--- config.mk ---
export PLATFORM = sky130hd
export DESIGN_NAME = cpwm_deadband
export DESIGN_NICKNAME = d
export VERILOG_FILES = /design/src/rtl/cpwm_pkg.sv /design/src/rtl/cpwm_cfg.sv /design/src/rtl/cpwm_pair.sv /design/src/rtl/cpwm_deadband.sv
export SDC_FILE = /design/constraint.sdc
export NUM_CORES = 1
export LEC_CHECK = 0
export BUFFER_PORTS_ARGS = -buffer_cell sky130_fd_sc_hd__buf_2
export CORE_MARGIN = 3
export CORE_UTILIZATION = 51
export CTS_CLUSTER_SIZE = 28
export DETAILED_ROUTE_END_ITERATION = 10
export PLACE_DENSITY = 0.69
export REMOVE_ABC_BUFFERS = 1
export SKIP_LAST_GASP = 1
export SYNTH_ARGS = -nofsm -noshare
export SYNTH_HDL_FRONTEND = slang
export SYNTH_HIERARCHICAL = 1
export SYNTH_SLANG_ARGS = --single-unit
--- constraint.sdc ---
create_clock -name clk -period 7.3 [get_ports clk]
set_input_delay 1.46 -clock clk [delete_from_list [all_inputs] [get_ports clk]]
set_output_delay 1.46 -clock clk [all_outputs]
set_load 0.1 [all_outputs]
--- src/rtl/cpwm_pkg.sv ---
package cpwm_pkg;
    localparam int CODE_W = 6;
    localparam int CFG_W  = 8;
    localparam int CNT_W  = 9;

    typedef enum logic [1:0] {
        S_BLANK = 2'd0,
        S_HIGH  = 2'd1,
        S_LOW   = 2'd2
    } pair_state_t;

    // Dead time in clocks from the 6-bit code (three resolutions).
    function automatic logic [CNT_W-1:0] dead_clocks(input logic [CODE_W-1:0] code);
        logic [CNT_W-1:0] base;
        if (code[5]) begin
            base = CNT_W'(code[4:0]) + CNT_W'(1);
            return base << 3;
        end else if (code[4]) begin
            base = CNT_W'(code[3:0]) + CNT_W'(1);
            return base << 2;
        end else begin
            base = CNT_W'(code[3:0]) + CNT_W'(1);
            return base << 1;
        end
    endfunction
endpackage

--- src/rtl/cpwm_cfg.sv ---
module cpwm_cfg
    import cpwm_pkg::*;
(
    input  logic             clk,
    input  logic             rst_n,
    input  logic             we,
    input  logic [CFG_W-1:0] wdata,
    output logic [CFG_W-1:0] cfg_q
);
    localparam int SEL_BIT = CFG_W - 1;
    localparam int EN_BIT  = CFG_W - 2;

    logic code_lock;
    logic en_lock;

    always_ff @(posedge clk or negedge rst_n) begin
        if (!rst_n) begin
            cfg_q     <= '1;
            code_lock <= 1'b0;
            en_lock   <= 1'b0;
        end else if (we) begin
            cfg_q[SEL_BIT] <= wdata[SEL_BIT];
            if (!(cfg_q[SEL_BIT] && en_lock))
                cfg_q[EN_BIT] <= wdata[EN_BIT];
            if (!code_lock)
                cfg_q[CODE_W-1:0] <= wdata[CODE_W-1:0];
            code_lock <= 1'b1;
            if (cfg_q[SEL_BIT])
                en_lock <= 1'b1;
        end
    end

    p_code_hold_r2: assert property (@(posedge clk) disable iff (!rst_n)
        (we && code_lock) |=> $stable(cfg_q[CODE_W-1:0]));

    p_en_hold_r3: assert property (@(posedge clk) disable iff (!rst_n)
        (we && en_lock && cfg_q[SEL_BIT]) |=> $stable(cfg_q[EN_BIT]));

    p_sel_write_r4: assert property (@(posedge clk) disable iff (!rst_n)
        we |=> (cfg_q[SEL_BIT] == $past(wdata[SEL_BIT])));
endmodule

--- src/rtl/cpwm_pair.sv ---
module cpwm_pair
    import cpwm_pkg::*;
(
    input  logic             clk,
    input  logic             rst_n,
    input  logic             pin,
    input  logic [CNT_W-1:0] dead,
    output logic             hi,
    output logic             lo
);
    pair_state_t      state_q, state_d;
    logic             tgt_q, tgt_d;
    logic [CNT_W-1:0] cnt_q, cnt_d;

    // State register
    always_ff @(posedge clk or negedge rst_n) begin
        if (!rst_n) begin
            state_q <= S_BLANK;
            tgt_q   <= 1'b0;
            cnt_q   <= '0;
        end else begin
            state_q <= state_d;
            tgt_q   <= tgt_d;
            cnt_q   <= cnt_d;
        end
    end

    // Transitions
    always_comb begin
        state_d = state_q;
        tgt_d   = tgt_q;
        cnt_d   = cnt_q;
        unique case (state_q)
            S_HIGH: if (!pin) begin          // drop_hi
                state_d = S_BLANK;
                tgt_d   = 1'b0;
                cnt_d   = CNT_W'(1);
            end
            S_LOW: if (pin) begin            // drop_lo
                state_d = S_BLANK;
                tgt_d   = 1'b1;
                cnt_d   = CNT_W'(1);
            end
            S_BLANK: begin
                if (pin != tgt_q) begin      // restart
                    tgt_d = pin;
                    cnt_d = CNT_W'(1);
                end else if (cnt_q >= dead) begin
                    state_d = tgt_q ? S_HIGH : S_LOW;   // settle_hi / settle_lo
                end else if (cnt_q != '1) begin
                    cnt_d = cnt_q + CNT_W'(1);
                end
            end
            default: state_d = S_BLANK;
        endcase
    end

    // Outputs
    always_comb begin
        hi = (state_q == S_HIGH);
        lo = (state_q == S_LOW);
    end

    p_fall_now_r7: assert property (@(posedge clk) disable iff (!rst_n)
        (hi && !pin) |=> !hi);

    p_rise_blank_r6: assert property (@(posedge clk) disable iff (!rst_n)
        $rose(hi) |-> ($past(pin) && !$past(lo)));
endmodule

--- src/rtl/cpwm_deadband.sv ---
module cpwm_deadband
    import cpwm_pkg::*;
#(
    parameter int NPH = 3
) (
    input  logic             clk,
    input  logic             rst_n,
    input  logic             cfg_we,
    input  logic [CFG_W-1:0] cfg_wdata,
    output logic [CFG_W-1:0] cfg_rdata,
    input  logic [NPH-1:0]   pwm_in,
    output logic [NPH-1:0]   hs_out,
    output logic [NPH-1:0]   ls_out
);
    logic [CFG_W-1:0] cfg_q;
    logic [NPH-1:0]   in_q;
    logic [CNT_W-1:0] dead;
    logic             sel3;
    logic             dten;

    cpwm_cfg u_cfg (
        .clk   (clk),
        .rst_n (rst_n),
        .we    (cfg_we),
        .wdata (cfg_wdata),
        .cfg_q (cfg_q)
    );

    always_ff @(posedge clk or negedge rst_n) begin
        if (!rst_n) in_q <= '0;
        else        in_q <= pwm_in;
    end

    assign cfg_rdata = cfg_q;
    assign sel3      = cfg_q[CFG_W-1];
    assign dten      = cfg_q[CFG_W-2];
    assign dead      = dead_clocks(cfg_q[CODE_W-1:0]);

    for (genvar g = 0; g < NPH; g++) begin : g_pair
        logic hi_raw, lo_raw, h, l;
        logic active;

        cpwm_pair u_pair (
            .clk   (clk),
            .rst_n (rst_n),
            .pin   (pwm_in[g]),
            .dead  (dead),
            .hi    (hi_raw),
            .lo    (lo_raw)
        );

        assign active = sel3 || (g == 0);

        always_comb begin
            if (!active) begin
                h = 1'b0;
                l = 1'b0;
            end else if (dten) begin
                h = hi_raw;
                l = lo_raw;
            end else if (sel3) begin
                h = in_q[g];
                l = ~in_q[g];
            end else begin
                h = in_q[g];
                l = 1'b0;
            end
        end

        assign hs_out[g] = h;
        assign ls_out[g] = l;
    end

    p_no_overlap_r9: assert property (@(posedge clk) disable iff (!rst_n)
        dten |-> ((hs_out & ls_out) == '0));

    p_idle_pairs_r11: assert property (@(posedge clk) disable iff (!rst_n)
        !sel3 |-> ((hs_out[NPH-1:1] == '0) && (ls_out[NPH-1:1] == '0)));

    p_exact_inverse_r10: assert property (@(posedge clk) disable iff (!rst_n)
        (sel3 && !dten) |-> ((hs_out ^ ls_out) == '1));
endmodule

== Word level (Yosys, flattened, before mapping) ==
Index checks and enable logic that the tools add are counted.

* Bits in registers: 49
* Latch bits: 0
* Memory bits (writable): 0
* ROM bits: 0
* Memories: 0

* $add $sub $neg: 5
* Multipliers: 0
* Divide/modulo/power cells: 0
* Order comparisons: 3
* Equal/unequal tests: 33
* Shift operators: 0
* Multiplexer cells: 61
* Bitwise operators: 5
* Reduce and logical (&&, ||, !) cells: 19

{| class="wikitable"
|+ Operator list
! cell !! count
|-
| $mux W9 || 16
|-
| $pmux W9 S3 || 3
|-
| $mux W2 || 15
|-
| $add A9 B1 Y9 const B || 3
|-
| $ge A9 B9 Y1 || 3
|-
| $ne A9 B9 Y1 const B || 3
|-
| $reduce_and A4 Y1 || 6
|-
| $mux W1 || 20
|-
| $ne A2 B2 Y1 const B || 9
|-
| $pmux W2 S3 || 3
|-
| $reduce_and A5 Y1 || 3
|-
| $ne A2 B1 Y1 const B || 6
|-
| $ne A3 B1 Y1 const B || 3
|-
| $ne A3 B2 Y1 const B || 3
|-
| $pmux W1 S3 || 3
|-
| $reduce_bool A3 Y1 || 3
|-
| $mux W7 || 1
|-
| $add A5 B1 Y6 const B || 1
|-
| $eq A2 B1 Y1 const B || 3
|-
| $eq A2 B2 Y1 const B || 3
|-
| $logic_not A2 Y1 || 3
|-
| $reduce_and A2 Y1 || 3
|-
| $add A4 B1 Y5 const B || 1
|-
| $not A1 Y1 || 5
|-
| 2 further kinds || 4
|}

== Longest topological paths before layout ==
* Depth after elaboration: 7
* Mapped depth: 13
* Mapped depth without buffers: 12

== Modules after synthesis ==
The synthesis kept the hierarchy.

{| class="wikitable"
|+ Modules (own cells, without submodules)
! module !! times used !! cells each !! area an instance (um2)
|-
| cpwm_pair (g_pair[1].u_pair ...) || 2 || 107 || 933.4
|-
| cpwm_pair (g_pair[0].u_pair) || 1 || 111 || 937.1
|-
| cpwm_cfg || 1 || 23 || 424.2
|-
| cpwm_deadband || 1 || 57 || 424.2
|}

== Least setup slack after synthesis ==
No wires, ideal clock.

* Path type: register to register
* From: reg u_cfg.cfg_q[0]
* To: reg g_pair[1].u_pair.cnt_q[2]
* Library setup time: 78 ps
* Arrival: 3212 ps
* Data required time: 7222 ps
* Slack: 4010 ps
* Stages on the path, launching flop included: 14
* Buffers on the path: 1
* Clock period less this slack: 3290 ps
* Cell sequence: dfstp_2 -> ha_1 -> and3_1 -> ha_1 -> nor2_1 -> a31oi_1 -> inv_1 -> ha_1 -> a21oi_1 -> o21ai_0 -> a211o_1 -> clkbuf_1 -> or3_1 -> a21oi_1

* Longest elaborated chain between the ends: 6
* Elaborated cells between the ends (all ways): 7

{| class="wikitable"
|+ RTL lines
! element !! line !! text
|-
| start, declared || cpwm_cfg.sv:8 || <nowiki>output logic [CFG_W-1:0] cfg_q</nowiki>
|-
| start signal, assigned by index || cpwm_cfg.sv:22 || <nowiki>cfg_q[SEL_BIT] <= wdata[SEL_BIT];</nowiki>
|-
| start signal, assigned by index || cpwm_cfg.sv:24 || <nowiki>cfg_q[EN_BIT] <= wdata[EN_BIT];</nowiki>
|-
| start signal, assigned by index || cpwm_cfg.sv:26 || <nowiki>cfg_q[CODE_W-1:0] <= wdata[CODE_W-1:0];</nowiki>
|-
| $add A4 B1 Y5 || cpwm_pkg.sv:19 || <nowiki>base = CNT_W'(code[3:0]) + CNT_W'(1);</nowiki>
|-
| $mux W7 || cpwm_pkg.sv:18 || <nowiki>end else if (code[4]) begin</nowiki>
|-
| $mux W9 * || cpwm_pkg.sv:15 || <nowiki>if (code[5]) begin</nowiki>
|-
| named net dead[6] || cpwm_deadband.sv:17 || <nowiki>logic [CNT_W-1:0] dead;</nowiki>
|-
| $ge A9 B9 Y1 * || cpwm_pair.sv:48 || <nowiki>end else if (cnt_q >= dead) begin</nowiki>
|-
| $ne A3 B2 Y1 (no source line) * || n/a ||
|-
| $reduce_and A5 Y1 (no source line) * || n/a ||
|-
| end signal, assigned || cpwm_pair.sv:24 || <nowiki>cnt_q <= cnt_d;</nowiki>
|-
| end, declared || cpwm_pair.sv:13 || <nowiki>logic [CNT_W-1:0] cnt_q, cnt_d;</nowiki>
|}

The timed path passes the listed nets; every way through them passes the cells marked *.
A chain may end at the register's enable or synchronous reset.

== Worst setup path after layout ==
* From: reg u_cfg.cfg_q[0]
* To: reg g_pair[1].u_pair.cnt_q[5]

Same word-level chain as after synthesis.

==> results.ini <==
[status]
status=completed

[die]
io_pins=28
rows=30
die_w_um=90.6
die_h_um=90.6
coreArea_um2=6870
initial_core_util=0.532
die-area_um2=8210

[placement]
io_buffers=27
dpl.cell_count=506
gp_congestion=0.845
dp_slack_ns=4.13
hpwl_mm=5.20

[clocking]
cts_buffers=5
cts_tree=built
hold_buffers=0
clock_latency_ns=0.30
ctsRootBufferMaster=clkbuf_8
ctsLongestPathBuffers=2
cts.clk_slew.worst_paths_ns=0.09
htree_levels=2
cts.sinks=49
post_cts_buffers=0
cts-resized-gates=0

[timing]
period_share=0.438
setup_viol=0
holdWs_ns=0.491
rsz0062_at_grt=no
fmax_mhz=312
finalHoldViolCount=0
finalSetupTns_ns=0
tightest_slew_ns=0.631
fin_crit_ns=3.20
report.final.slew_viol_count=0
clock_skew_ns=0.00311
max_slew_margin=0.580
fin_ws_ns=4.10

[finish]
nNetsFinal=466
area_growth_pct=4.39
antennaDiodeCount=0
final_cell_count_no_fill=514
drive_gt1_frac=0.170
nFillCells=635

[pwr]
power.total_w=0.000935
vdd_ir_drop_max_mv=0.140
leakagePower_nw=1.77
p_per_area_nw_per_um2=245

[route]
drtPass1Iterations=4
drc=0
antenna_left=0
drt_iter0_markers=130
drt-wirelength-per-cell_um=13.6
avgViaCountPerCell=5.54
wirelength_mm=7.01
via_count=2845

[synthesis]
ys_seq_elements=49
post-synth-top-count-cell=a21oi_1
syn_avg_cell_area_um2=9.02
ys.flop_type=dfrtp_1
yosysTopAreaCell=dfrtp_1
netlist_instances=405
yosysTopAreaCellShare=0.281
synth.area.top_cells=dfrtp_1, ha_1, a21oi_1, dfstp_2, nand2_1
ys_seq_area_frac=0.338
ys_warn_count=6
synthArstFlopShare=1.00
synth.top_cells.by_count=a21oi_1, dfrtp_1, nand2_1
yosys.cell_types.count=52
synth_edf_count=0
syn_area_um2=3650

[grt]
grt_overflow=0
grt_max_degree=50
grt_use_total=0.180
grt_antenna_before_repair=0
grt_pass1_wl_mm=12.4
grt_pass1_vias=2748

[min_path]
min_to=u_cfg/en_lock
whs_path_depth=1
min_from=u_cfg/en_lock
min_path_type=reg -> reg

[setup_path]
r2r_end=g_pair[1].u_pair/cnt_q[5]
rr_startpoint=u_cfg/cfg_q[0]
path_max_fanout=14
worstSetupEndpointType=flop
path_class=reg -> reg
worstPathArrival_ns=3.42
startpoint_type=flop
crit_required_ns=7.52
rrSetupSlack_ns=4.10
reg2regPathDepth=12

[job]
cap_violations=0

metrics by stage:
step	instance area (µm²)	utilization
2_1_floorplan	3470	-
3_3_place_gp	3730	0.543
3_5_place_dp	3730	0.543
4_1_cts	3810	0.555
5_1_grt	3810	0.555
6_report	3810	0.555
state kept, by name, indices dropped and copies added (netlist names):
signal	count
g_pair.u_pair/cnt_q	27
g_pair.u_pair/state_q	6
g_pair.u_pair/tgt_q	3
in_q	3
u_cfg/cfg_q	8
u_cfg/code_lock	1
u_cfg/en_lock	1
cell type report:
cell class / instances / area [µm²] / area share
multi-input cells: 295 / 2090 / 0.548
clock buffers: 6 / 72.6 / 0.0190
repair buffers: 28 / 143 / 0.0374
clock inverters: 2 / 10.0 / 0.00263
well taps: 96 / 120 / 0.0315
flip-flops and latches: 49 / 1240 / 0.324
inverters: 38 / 143 / 0.0374
report_power, final:
part | switching (W) | internal (W)
registers | 0.0000720 | 0.000315
clock network | 0.0000900 | 0.0000667
logic | 0.000252 | 0.000139
total | 0.000414 | 0.000521
cells in the final DEF (no fill, tap or decap), types with 5 or more instances in the layout:
cell type / count
nand2b_1: 5
nand2_1: 41
nor2b_1: 6
ha_1: 35
nand3_1: 5
clkbuf_8: 5
inv_1: 38
nand4_1: 10
nor3_1: 7
a21oi_1: 43
mux2i_1: 10
mux2_4: 6
or3_1: 13
nor2_1: 23
o21ai_0: 20
buf_2: 27
dfstp_2: 8
dfrtp_1: 41
a211oi_1: 6
cells by family (layout without fill, tap and decap cells):
logic type / count (synthesis) / count (layout) / share of synthesized area
flops: 49 / 49 / 0.338
mux: 19 / 19 / 0.0613
fa+ha+maj: 35 / 35 / 0.120
buf+inv: 63 / 74 / 0.0918
compound gates: 95 / 95 / 0.167
xor+xnor: 4 / 4 / 0.00959
simple gates: 139 / 139 / 0.211
other cells: 1 / 3 / 0.00103
critical path, stage by stage (launching register included):
cell	delay (ns)
dfstp_2	0.61
ha_1	0.20
and3_1	0.19
ha_1	0.14
nor2_1	0.04
a31oi_1	0.27
inv_1	0.08
ha_1	0.32
a21oi_1	0.14
o21ai_0	0.11
a211o_1	0.43
or4_1	0.44
a21oi_1	0.16
how the worst max path moves through the flow:
stage,start,endpoint,slack [ns]
6_report,u_cfg/cfg_q[0],g_pair[1].u_pair/cnt_q[5],4.10
5_1_grt,u_cfg/cfg_q[0],g_pair[0].u_pair/cnt_q[6],3.84
4_1_cts,g_pair[2].u_pair/state_q[0],hs_out[2],4.08
3_5_place_dp,u_cfg/cfg_q[0],g_pair[2].u_pair/cnt_q[5],4.13
3_3_place_gp,u_cfg/cfg_q[0],g_pair[2].u_pair/cnt_q[7],4.22
2_1_floorplan,u_cfg/cfg_q[6],hs_out[1],2.64
metal layers:
| metal | GRT usage | vias up | wire [µm] |
|---|---|---|---|
| li1 | - | 1433 | - |
| met1 | 0.233 | 1369 | 3290 |
| met2 | 0.313 | 41 | 3420 |
| met3 | 0.0250 | 2 | 259 |
| met4 | 0.0548 | 0 | 35 |
| met5 | 0 | - | 0 |
(Power assumes the default switching activity.)
